**config.mk**
```make
export PLATFORM = sky130hd
export DESIGN_NAME = lockable_victim_sel
export DESIGN_NICKNAME = d
export VERILOG_FILES = /design/src/rtl/vsel_pkg.sv /design/src/rtl/vsel_order_store.sv /design/src/rtl/vsel_policy.sv /design/src/rtl/vsel_oldest_pick.sv /design/src/rtl/lockable_victim_sel.sv
export SDC_FILE = /design/constraint.sdc
export NUM_CORES = 1
export LEC_CHECK = 0
export BUFFER_PORTS_ARGS = -buffer_cell sky130_fd_sc_hd__buf_4
export CAP_MARGIN = 10
export CORE_MARGIN = 5
export CORE_UTILIZATION = 55
export CTS_BUF_LIST = sky130_fd_sc_hd__clkbuf_4 sky130_fd_sc_hd__clkbuf_8
export DETAILED_ROUTE_END_ITERATION = 10
export HOLD_SLACK_MARGIN = 0.15
export PLACE_DENSITY = 0.77
export SYNTH_ARGS = -nofsm -noshare
export SYNTH_HDL_FRONTEND = slang
export SYNTH_SLANG_ARGS = --single-unit
```
**constraint.sdc**
```tcl
create_clock -name clk -period 3.2 [get_ports clk]
set_clock_uncertainty 0.2 [all_clocks]
set_input_delay 0.16 -clock clk [delete_from_list [all_inputs] [get_ports clk]]
set_output_delay 0.16 -clock clk [all_outputs]
set_load 0.005 [all_outputs]
```
**src/rtl/vsel_pkg.sv**
```systemverilog
`timescale 1ns/1ps
package vsel_pkg;

  localparam int NWAYS = 4;
  localparam int PAIRS = NWAYS * (NWAYS - 1) / 2;

  // control word field positions (decoded by software, so fixed)
  localparam int CTL_PIN2   = 0;
  localparam int CTL_STEER2 = 1;
  localparam int CTL_PIN3   = 8;
  localparam int CTL_STEER3 = 9;

  typedef logic [PAIRS-1:0] order_t;   // bit set: lower way is more recent
  typedef logic [1:0]       way_t;
  typedef logic [NWAYS-1:0] wmask_t;

  // pair (i,j), i<j, mapped to its bit in the order matrix
  function automatic int pair_bit(input int i, input int j);
    int k;
    k = 0;
    for (int a = 0; a < NWAYS; a++) begin
      for (int b = a + 1; b < NWAYS; b++) begin
        if (a == i && b == j) pair_bit = k;
        k++;
      end
    end
  endfunction

  // true when way x was used longer ago than way y
  function automatic logic older(input order_t m, input int x, input int y);
    if (x < y) older = ~m[pair_bit(x, y)];
    else       older =  m[pair_bit(y, x)];
  endfunction

  // mark way w as most recent
  function automatic order_t touch(input order_t m, input way_t w);
    order_t r;
    r = m;
    for (int a = 0; a < NWAYS; a++) begin
      for (int b = a + 1; b < NWAYS; b++) begin
        if (a == int'(w)) r[pair_bit(a, b)] = 1'b1;
        if (b == int'(w)) r[pair_bit(a, b)] = 1'b0;
      end
    end
    return r;
  endfunction

endpackage

```
**src/rtl/vsel_order_store.sv**
```systemverilog
`timescale 1ns/1ps
module vsel_order_store
  import vsel_pkg::*;
#(
  parameter int SETS  = 16,
  parameter int IDX_W = $clog2(SETS)
) (
  input  logic             clk,
  input  logic             rst,
  input  logic [IDX_W-1:0] set_idx,
  input  logic             upd_en,
  input  way_t             upd_way,
  output order_t           cur_order
);

  // order matrices kept in a plain array without reset so it can map to RAM
  order_t           mem [SETS];
  logic [SETS-1:0]  fresh_n;   // 0 = set still in its reset order
  order_t           raw;

  assign raw       = mem[set_idx];
  assign cur_order = fresh_n[set_idx] ? raw : '0;

  always_ff @(posedge clk) begin
    if (upd_en) mem[set_idx] <= touch(cur_order, upd_way);
  end

  always_ff @(posedge clk) begin
    if (rst)         fresh_n          <= '0;
    else if (upd_en) fresh_n[set_idx] <= 1'b1;
  end

endmodule

```
**src/rtl/vsel_policy.sv**
```systemverilog
`timescale 1ns/1ps
module vsel_policy
  import vsel_pkg::*;
(
  input  logic   is_pref,
  input  logic   lock_en,
  input  logic   pin2,
  input  logic   steer2,
  input  logic   pin3,
  input  logic   steer3,
  output wmask_t cand,
  output logic   force_en,
  output way_t   force_way,
  output logic   conflict
);

  logic pref_locked;
  logic go2, go3;

  assign pref_locked = is_pref & lock_en;
  assign go2         = pref_locked & pin2 & steer2 & ~steer3;
  assign go3         = pref_locked & pin3 & steer3 & ~steer2;
  assign conflict    = steer2 & steer3;

  always_comb begin
    force_en  = go2 | go3;
    force_way = go3 ? 2'd3 : 2'd2;
    cand      = '1;
    // prefetch with cache lock off ignores the pins entirely
    if (!(is_pref && !lock_en)) begin
      if (pin2) cand[2] = 1'b0;
      if (pin3) cand[3] = 1'b0;
    end
  end

endmodule

```
**src/rtl/vsel_oldest_pick.sv**
```systemverilog
`timescale 1ns/1ps
module vsel_oldest_pick
  import vsel_pkg::*;
(
  input  order_t order,
  input  wmask_t cand,
  output way_t   pick
);

  wmask_t is_oldest;

  for (genvar w = 0; w < NWAYS; w++) begin : g_way
    always_comb begin
      is_oldest[w] = cand[w];
      for (int k = 0; k < NWAYS; k++) begin
        if (k != w && cand[k] && !older(order, w, k)) is_oldest[w] = 1'b0;
      end
    end
  end

  always_comb begin
    pick = '0;
    for (int w = NWAYS - 1; w >= 0; w--) begin
      if (is_oldest[w]) pick = way_t'(w);
    end
  end

endmodule

```
**src/rtl/lockable_victim_sel.sv**
```systemverilog
`timescale 1ns/1ps
module lockable_victim_sel
  import vsel_pkg::*;
#(
  parameter int SETS  = 16,
  parameter int CTL_W = 16,
  parameter int IDX_W = $clog2(SETS)
) (
  input  logic             clk,
  input  logic             rst,
  input  logic             acc_valid,
  input  logic             acc_hit,
  input  logic [1:0]       acc_way,
  input  logic [IDX_W-1:0] acc_set,
  input  logic             acc_pref,
  input  logic             cache_lock_en,
  input  logic [CTL_W-1:0] ctl_word,
  output logic             vict_valid,
  output logic [1:0]       vict_way,
  output logic [3:0]       vict_onehot,
  output logic             load_conflict
);

  order_t cur_order;
  wmask_t cand;
  logic   force_en, conflict, miss;
  way_t   force_way, lru_pick, chosen, upd_way;
  logic   ctl_unused;

  assign ctl_unused = ^ctl_word;
  assign miss       = acc_valid & ~acc_hit;

  vsel_policy u_pol (
    .is_pref   (acc_pref),
    .lock_en   (cache_lock_en),
    .pin2      (ctl_word[CTL_PIN2]),
    .steer2    (ctl_word[CTL_STEER2]),
    .pin3      (ctl_word[CTL_PIN3]),
    .steer3    (ctl_word[CTL_STEER3]),
    .cand      (cand),
    .force_en  (force_en),
    .force_way (force_way),
    .conflict  (conflict)
  );

  vsel_order_store #(.SETS(SETS), .IDX_W(IDX_W)) u_store (
    .clk       (clk),
    .rst       (rst),
    .set_idx   (acc_set),
    .upd_en    (acc_valid),
    .upd_way   (upd_way),
    .cur_order (cur_order)
  );

  vsel_oldest_pick u_pick (
    .order (cur_order),
    .cand  (cand),
    .pick  (lru_pick)
  );

  assign chosen  = force_en ? force_way : lru_pick;
  assign upd_way = acc_hit ? acc_way : chosen;

  always_ff @(posedge clk) begin
    if (rst) begin
      vict_valid    <= 1'b0;
      vict_way      <= '0;
      vict_onehot   <= '0;
      load_conflict <= 1'b0;
    end else begin
      vict_valid    <= miss;
      load_conflict <= conflict;
      if (miss) begin
        vict_way    <= chosen;
        vict_onehot <= wmask_t'(1) << chosen;
      end
    end
  end

endmodule

```
### Word-level counts from Yosys, hierarchy flattened

Memory sizes are Yosys's and may differ from the RTL's.
Index checks and enable logic that the tools add are counted.

* output and inout port bits: 8
* memories kept: 1
* bits in writable memories: 96
* flip-flop bits (word level): 24

Memory list
* u_store.mem: depth 16, width 6, rd ports 1, clocked after memory_dff 0, write ports 1, line vsel_order_store.sv:17 `order_t mem [SETS];`

* equal/unequal tests: 3
* shift operators: 1
* multiplexer cells: 101
* reduce and logical (&&, ||, !) cells: 23
* $lt $le $gt $ge: 26
* bitwise gates (word level): 32

Operators with widths (count)
* 32-bit 2-to-1 mux: 24
* 32-bit by 1-bit >= comparator with 1-bit output, second input constant: 12
* 32-bit by 5-bit < comparator with 1-bit output, second input constant: 12
* 6-bit 2-to-1 mux: 25
* 6-bit bitwise AND: 6
* 1-bit demux with 3-bit select: 12
* 6-bit inverter: 6
* 6-bit OR: 6
* 1-bit 2-to-1 mux: 31
* 1-bit logical AND: 20
* 16-bit OR: 1
* 2-bit 2-to-1 mux: 7
* 1-bit bitwise AND: 9
* 4-bit by 5-bit < comparator with 1-bit output, second input constant: 1
* 1-bit binary-select mux with 4-bit select: 1
* 1-bit demux with 4-bit select: 1
* 2-bit == test, first input constant: 2
* 4-bit by 1-bit >= comparator with 1-bit output, second input constant: 1
* 1-bit by 2-bit << shifter with 4-bit output, first input constant: 1
* 1-bit inverter: 3
* 1-bit by 2-bit == test with 1-bit output, first input constant: 1
* 1-bit logical NOT: 2
* 2-bit logical NOT: 1
* 1-bit OR: 1

### Depth between registers and ports, before layout

* word-level depth: 55
* gate-level depth with buffers: 10

### Modules after synthesis

A second synthesis with hierarchy kept.

* cell total of the unflattened synthesis: 308
* area, all modules: 5006.1 um^2

By module, submodules not included
* vsel_order_store: times used 1, seq. area each 3203.1 um^2, cells each 244, area each 4494.3 um^2
* lockable_victim_sel: times used 1, seq. area each 160.2 um^2, cells each 36, area each 349.1 um^2
* vsel_policy: times used 1, seq. area each 0.0 um^2, cells each 14, area each 86.3 um^2
* vsel_oldest_pick: times used 1, seq. area each 0.0 um^2, cells each 14, area each 76.3 um^2

### Worst setup path after synthesis

No wires, ideal clock.

* path type: input port to flip-flop
* start: in acc_set[1]
* end: mem u_store.mem[0][0] (netlist bit), data pin
* data required time: 2704 ps
* arrival time: 2510 ps
* path slack: 194 ps
* cell stages on the path: 9
* library setup time: 296 ps
* cells stage by stage: buf_6 > buf_8 > mux4_2 > mux4_2 > a21boi_4 > nand3_4 > nand3_4 > o22ai_2 > mux2i_1

* longest elaborated chain between the ends: 48
* elaborated cells on any way between the ends: 69

RTL lines
* start: declaration: line lockable_victim_sel.sv:14 `input logic [IDX_W-1:0] acc_set,`
* 1-bit binary-select mux with 4-bit select: line vsel_order_store.sv:22 `assign cur_order = fresh_n[set_idx] ? raw : '0;`
* 1-bit 2-to-1 mux (not written as such): line vsel_order_store.sv:22
* 6-bit 2-to-1 mux (*): line vsel_order_store.sv:22
* 1-bit 2-to-1 mux / 1-bit logical NOT (equally long branches): line vsel_oldest_pick.sv:16 `if (k != w && cand[k] && !older(order, w, k)) is_oldest[w] = 1'b0;`
* 1-bit 2-to-1 mux / 1-bit logical AND (equally long branches): line vsel_oldest_pick.sv:16
* 1-bit 2-to-1 mux: line vsel_oldest_pick.sv:16
* 2-bit 2-to-1 mux (4 in series): line vsel_oldest_pick.sv:24 `if (is_oldest[w]) pick = way_t'(w);`
* 2-bit 2-to-1 mux: line lockable_victim_sel.sv:61 `assign chosen = force_en ? force_way : lru_pick;`
* [29 not listed]
* 6-bit 2-to-1 mux: line vsel_pkg.sv:42 `if (b == int'(w)) r[pair_bit(a, b)] = 1'b0;`
* 6-bit 2-to-1 mux: line vsel_order_store.sv:25 `if (upd_en) mem[set_idx] <= touch(cur_order, upd_way);`
* 6-bit OR (no source line)
* 6-bit 2-to-1 mux: line vsel_pkg.sv:41 `if (a == int'(w)) r[pair_bit(a, b)] = 1'b1;`
* 6-bit 2-to-1 mux: line vsel_order_store.sv:25
* 6-bit bitwise AND (no source line)
* 6-bit 2-to-1 mux (*): line vsel_pkg.sv:42
* 6-bit 2-to-1 mux (*): line vsel_order_store.sv:25
* end: declaration: line vsel_order_store.sv:17

Every way passes the cells marked *; elsewhere a longest branch is shown, timed or not. The select of a mux whose other input is x is not followed.

### Final worst setup path

* start: mem u_store.mem[15][3] (netlist bit)
* end: mem u_store.mem[0][1] (netlist bit), data pin

* longest elaborated chain between the ends: 45
* elaborated cells on any way between the ends: 51

RTL lines
* memory 16 x 6 bit (*)
* 6-bit 2-to-1 mux (*): line vsel_order_store.sv:22
* 1-bit 2-to-1 mux / 1-bit logical AND (equally long branches): line vsel_oldest_pick.sv:16
* 1-bit 2-to-1 mux: line vsel_oldest_pick.sv:16
* 2-bit 2-to-1 mux / 1-bit 2-to-1 mux (equally long branches): line vsel_oldest_pick.sv:24, vsel_oldest_pick.sv:16
* 2-bit 2-to-1 mux (*) (2 in series): line vsel_oldest_pick.sv:24
* 2-bit 2-to-1 mux (*): line lockable_victim_sel.sv:61
* 2-bit 2-to-1 mux (*): line lockable_victim_sel.sv:62 `assign upd_way = acc_hit ? acc_way : chosen;`
* [28 not listed]
* 6-bit 2-to-1 mux: line vsel_pkg.sv:42
* 6-bit 2-to-1 mux: line vsel_order_store.sv:25
* 6-bit OR (no source line)
* 6-bit 2-to-1 mux: line vsel_pkg.sv:41
* 6-bit 2-to-1 mux: line vsel_order_store.sv:25
* 6-bit bitwise AND (no source line)
* 6-bit 2-to-1 mux (*): line vsel_pkg.sv:42
* 6-bit 2-to-1 mux (*): line vsel_order_store.sv:25

Marked as above.

==> impl_metrics.csv <==
group,metric,value,unit
clock_tree,cts_max_path_buffers,2,
routing,routed.top_layer,"met4",
power,power_density,558.0,mW/mm^2
clock_tree,cts_tree,"done",
finish,seq_area,0.003363,mm^2
routing,vias,3024,
clock_tree,cts_num_sinks,120,
timing,relSlewSlack,39.75,%
finish,final_area,0.006050,mm^2
finish,n_fill_cell,572,
routing,vias_per_cell,5.988,
min_path,hp-class,"input port to flip-flop",
setup_path,r2r_end,"u_store.mem[0][1]$_DFFE_PP_",
yosys,yosysTopAreaCell,"edfxtp_1",
timing,period_share,95.68,%
power,cell_internal_pwr,2630,uW
routing,wl_met2,5372,um
yosys,seq_area_frac_synth,67.55,%
finish,multi_input_area,0.001541,mm^2
yosys,ys_ff_latch,120,
power,max-vdd-ir-drop,374.8,uV
setup_path,critical-path-max-stage-delay,0.48,ns
routing,drc,0,
clock_tree,htreeDepth,4,
die,pin_count,36,
yosys,synth.cell_area,0.004979,mm^2
grt,grt_pass1_vias,3060,
finish,fin_nets,412,
yosys,syn_avg_cell_area,16.27,um^2
routing,first_pass_iters,5,
setup_path,cpMaxStageDelayCell,"mux4_2",
timing,fmax,326.6,MHz
setup_path,worstSetupEndpointType,"flip-flop",
power,power.total,3376,uW
yosys,syn_nets,334,
die,chipWidth,105.1,um
grt,grt_overflow,0,
status,outcome,"completed",
yosys,synth_edf_count,96,
yosys,synth_ff_type,"edfxtp_1",
timing,slew_violations,0,
setup_path,cp_max_fo,16,
routing,ant_nets,0,
finish,final_common_cell,"edfxtp_1",
yosys,postSynth.asyncResetShare,0,%
clock_tree,cts_made_buffers,17,
timing,final-hold-violation-count,0,
finish,area_growth,21.51,%
setup_path,required,3.15,ns
grt,grt_max_degree,25,
grt,grtUsageTotal,20.53,%
setup_path,cp-start-kind,"flip-flop",
power,leakagePower,0.002176,uW
power,power.switching,745.8,uW
die,die_h,105.1,um
clock_tree,cts_root_buf,"clkbuf_8",
setup_path,cp.arrival,3.01,ns
die,start_util,56.81,%
min_path,worstHoldStart,"acc_pref",
placed_design,port_buffers,23,
yosys,netlist_instances,306,
grt,antenna_found_initial,0,
setup_path,path_cells,"mux4_2 > mux2_2 > a22oi_1 > nand4bb_1 > and3_1 > o21ai_1 > buf_4 > mux2_4",
yosys,synth_area_leaders,"edfxtp_1 (58%), mux4_2 (12%), dfxtp_1 (9.7%)",
routing,wl_met3,1041,um
grt,grt_pass1_wl,16880,um
power,sw_frac_of_total,22.09,%
routing,wl_per_cell,21.47,um
placed_design,placed_area,0.005508,mm^2
routing,m1WireLength,4238,um
setup_path,r2r-start,"u_store.mem[15][3]$_DFFE_PP_",
power,power_frac_comb,8.0,%
setup_path,critPathKind,"flip-flop to flip-flop",
timing,setup-violations-final,0,
flow_run,cap_violations,0,
yosys,yosysWarnings,0,
finish,antenna_cells,0,
die,core,0.008763,mm^2
finish,drive_above_1_share,34.01,%
placed_design,gp_routability_congestion,0.9089,
yosys,synth.distinct_cells,42,
die,rows,34,
routing,wirelength,10840,um
finish,mostFrequentLayoutCells,"edfxtp_1 (96), buf_4 (59), nor2_1 (50)",
power,pwr-share-clk,40.8,%
timing,min_period,3.062,ns
clock_tree,clk_latency,0.42,ns
timing,tightest_slew,0.9004,ns
setup_path,rrSetupSlack,0.14,ns
routing,drtIter0Drc,315,
min_path,hold_path_end,"vict_way[0]$_SDFFE_PP0P_",
placed_design,hpwl,7357,um
timing,rsz0062_at_grt,"false",
min_path,hold_depth,5,
yosys,synthDominantCellAreaShare,57.90,%
setup_path,r2r_cells,8,
die,die_area,0.01105,mm^2
clock_tree,clk_pin_slew,0.07,ns
power,p_seq_share,51.2,%
[registers in the layout, indices dropped and copies added (netlist names)]
register / count
vict_way: 2
u_store.mem: 96
load_conflict: 1
u_store.fresh_n: 16
vict_onehot: 4
vict_valid: 1
[power groups by stage]
stage | logic [uW] | registers (uW) | clock network (uW)
finish | 270 | 1730 | 1380
global placement | 245 | 1760 | 0
global route | 291 | 1730 | 1470
detailed placement | 252 | 1760 | 0
floorplan | 155 | 1760 | 0
CTS | 265 | 1730 | 1390
[synthesized netlist by cell type, types with 4 or more instances]
master    number
mux2_2         5
mux2i_1        9
nand3_1        4
nor2_1        50
nand2b_1       4
mux4_2        27
nor3_1         7
edfxtp_1      96
dfxtp_1       24
a22oi_1        5
buf_2          8
nor2b_1        5
nand2_1       17
a21oi_1        7
[routing by layer]
| layer | up-vias | track usage, % |
|---|---|---|
| met5 | - | 0 |
| met3 | 22 | 5.549 |
| met1 | 1505 | 27.68 |
| met4 | 0 | 8.311 |
| met2 | 144 | 31.92 |
| li1 | 1353 | - |
[cells by family (layout without fill, tap and decap cells)]
group                      count (synthesis)  count (layout)  share of synthesized area [%]
adders and majority gates                  2               2                         0.4021
AOI/OAI and AO/OA                         25              25                          4.071
DFF                                      120             120                          67.55
muxes                                     43              43                          16.21
buffers and inverters                     15             106                          1.860
and+or+nand+nor                          101             101                          9.902
[area by class of cell]
type,count,area share (%)
Clock buffer,19,4.116
Clock inverter,13,2.544
Inverter,1,0.06205
Multi-Input combinational cell,171,25.48
Sequential cell,120,55.59
Tap cell,108,2.234
Timing Repair Buffer,73,9.969
[metrics by stage]
step / setup WS, ns / cells / hold slack, ns / utilization, % / setup TNS, ns
2_1_floorplan: 0.1939 / 306 / 0.02907 / - / 0
3_3_place_gp: -0.03497 / 461 / 0.1933 / 62.85 / -0.6960
3_5_place_dp: -0.1875 / 461 / 0.2061 / 62.85 / -4.062
4_1_cts: 0.01269 / 505 / 0.1647 / 68.87 / 0
5_1_grt: 0.009493 / 505 / 0.1797 / 69.03 / 0
6_report: 0.1381 / 505 / 0.1803 / 69.03 / 0
[worst max path at each step]
stage,start,endpoint,slack (ns),cells after the start
final,u_store.mem[15][3]$_DFFE_PP_,u_store.mem[0][1]$_DFFE_PP_,0.14,8
after floorplan,acc_set[1],u_store.mem[0][0]$_DFFE_PP_,0.19,9
after detailed placement,acc_set[2],u_store.mem[2][5]$_DFFE_PP_,-0.19,9
after global placement,acc_set[2],u_store.mem[8][5]$_DFFE_PP_,-0.03,8
after CTS,u_store.mem[15][5]$_DFFE_PP_,u_store.mem[1][3]$_DFFE_PP_,0.01,8
after global routing,u_store.mem[15][5]$_DFFE_PP_,vict_way[1]$_SDFFE_PP0P_,0.009,9
[worst max-delay path, delay by kind of cell (launching register included)]
family | cells | cell delay, ns
mux | 3 | 1.17
compound gates | 2 | 0.47
flops | 1 | 0.38
simple gates | 2 | 0.37
buf+inv | 1 | 0.20
[repair_timing]
item | in CTS | in global routing
hold buffers | 12 | 0
setup buffers | 0 | 0
hold endpoints to repair | 27 | 0
endpoints found under the setup margin | 16 | 36
gates cloned | 0 | 0
resized for setup | 2 | 3
No activity file was read; power rests on OpenSTA's default activity.
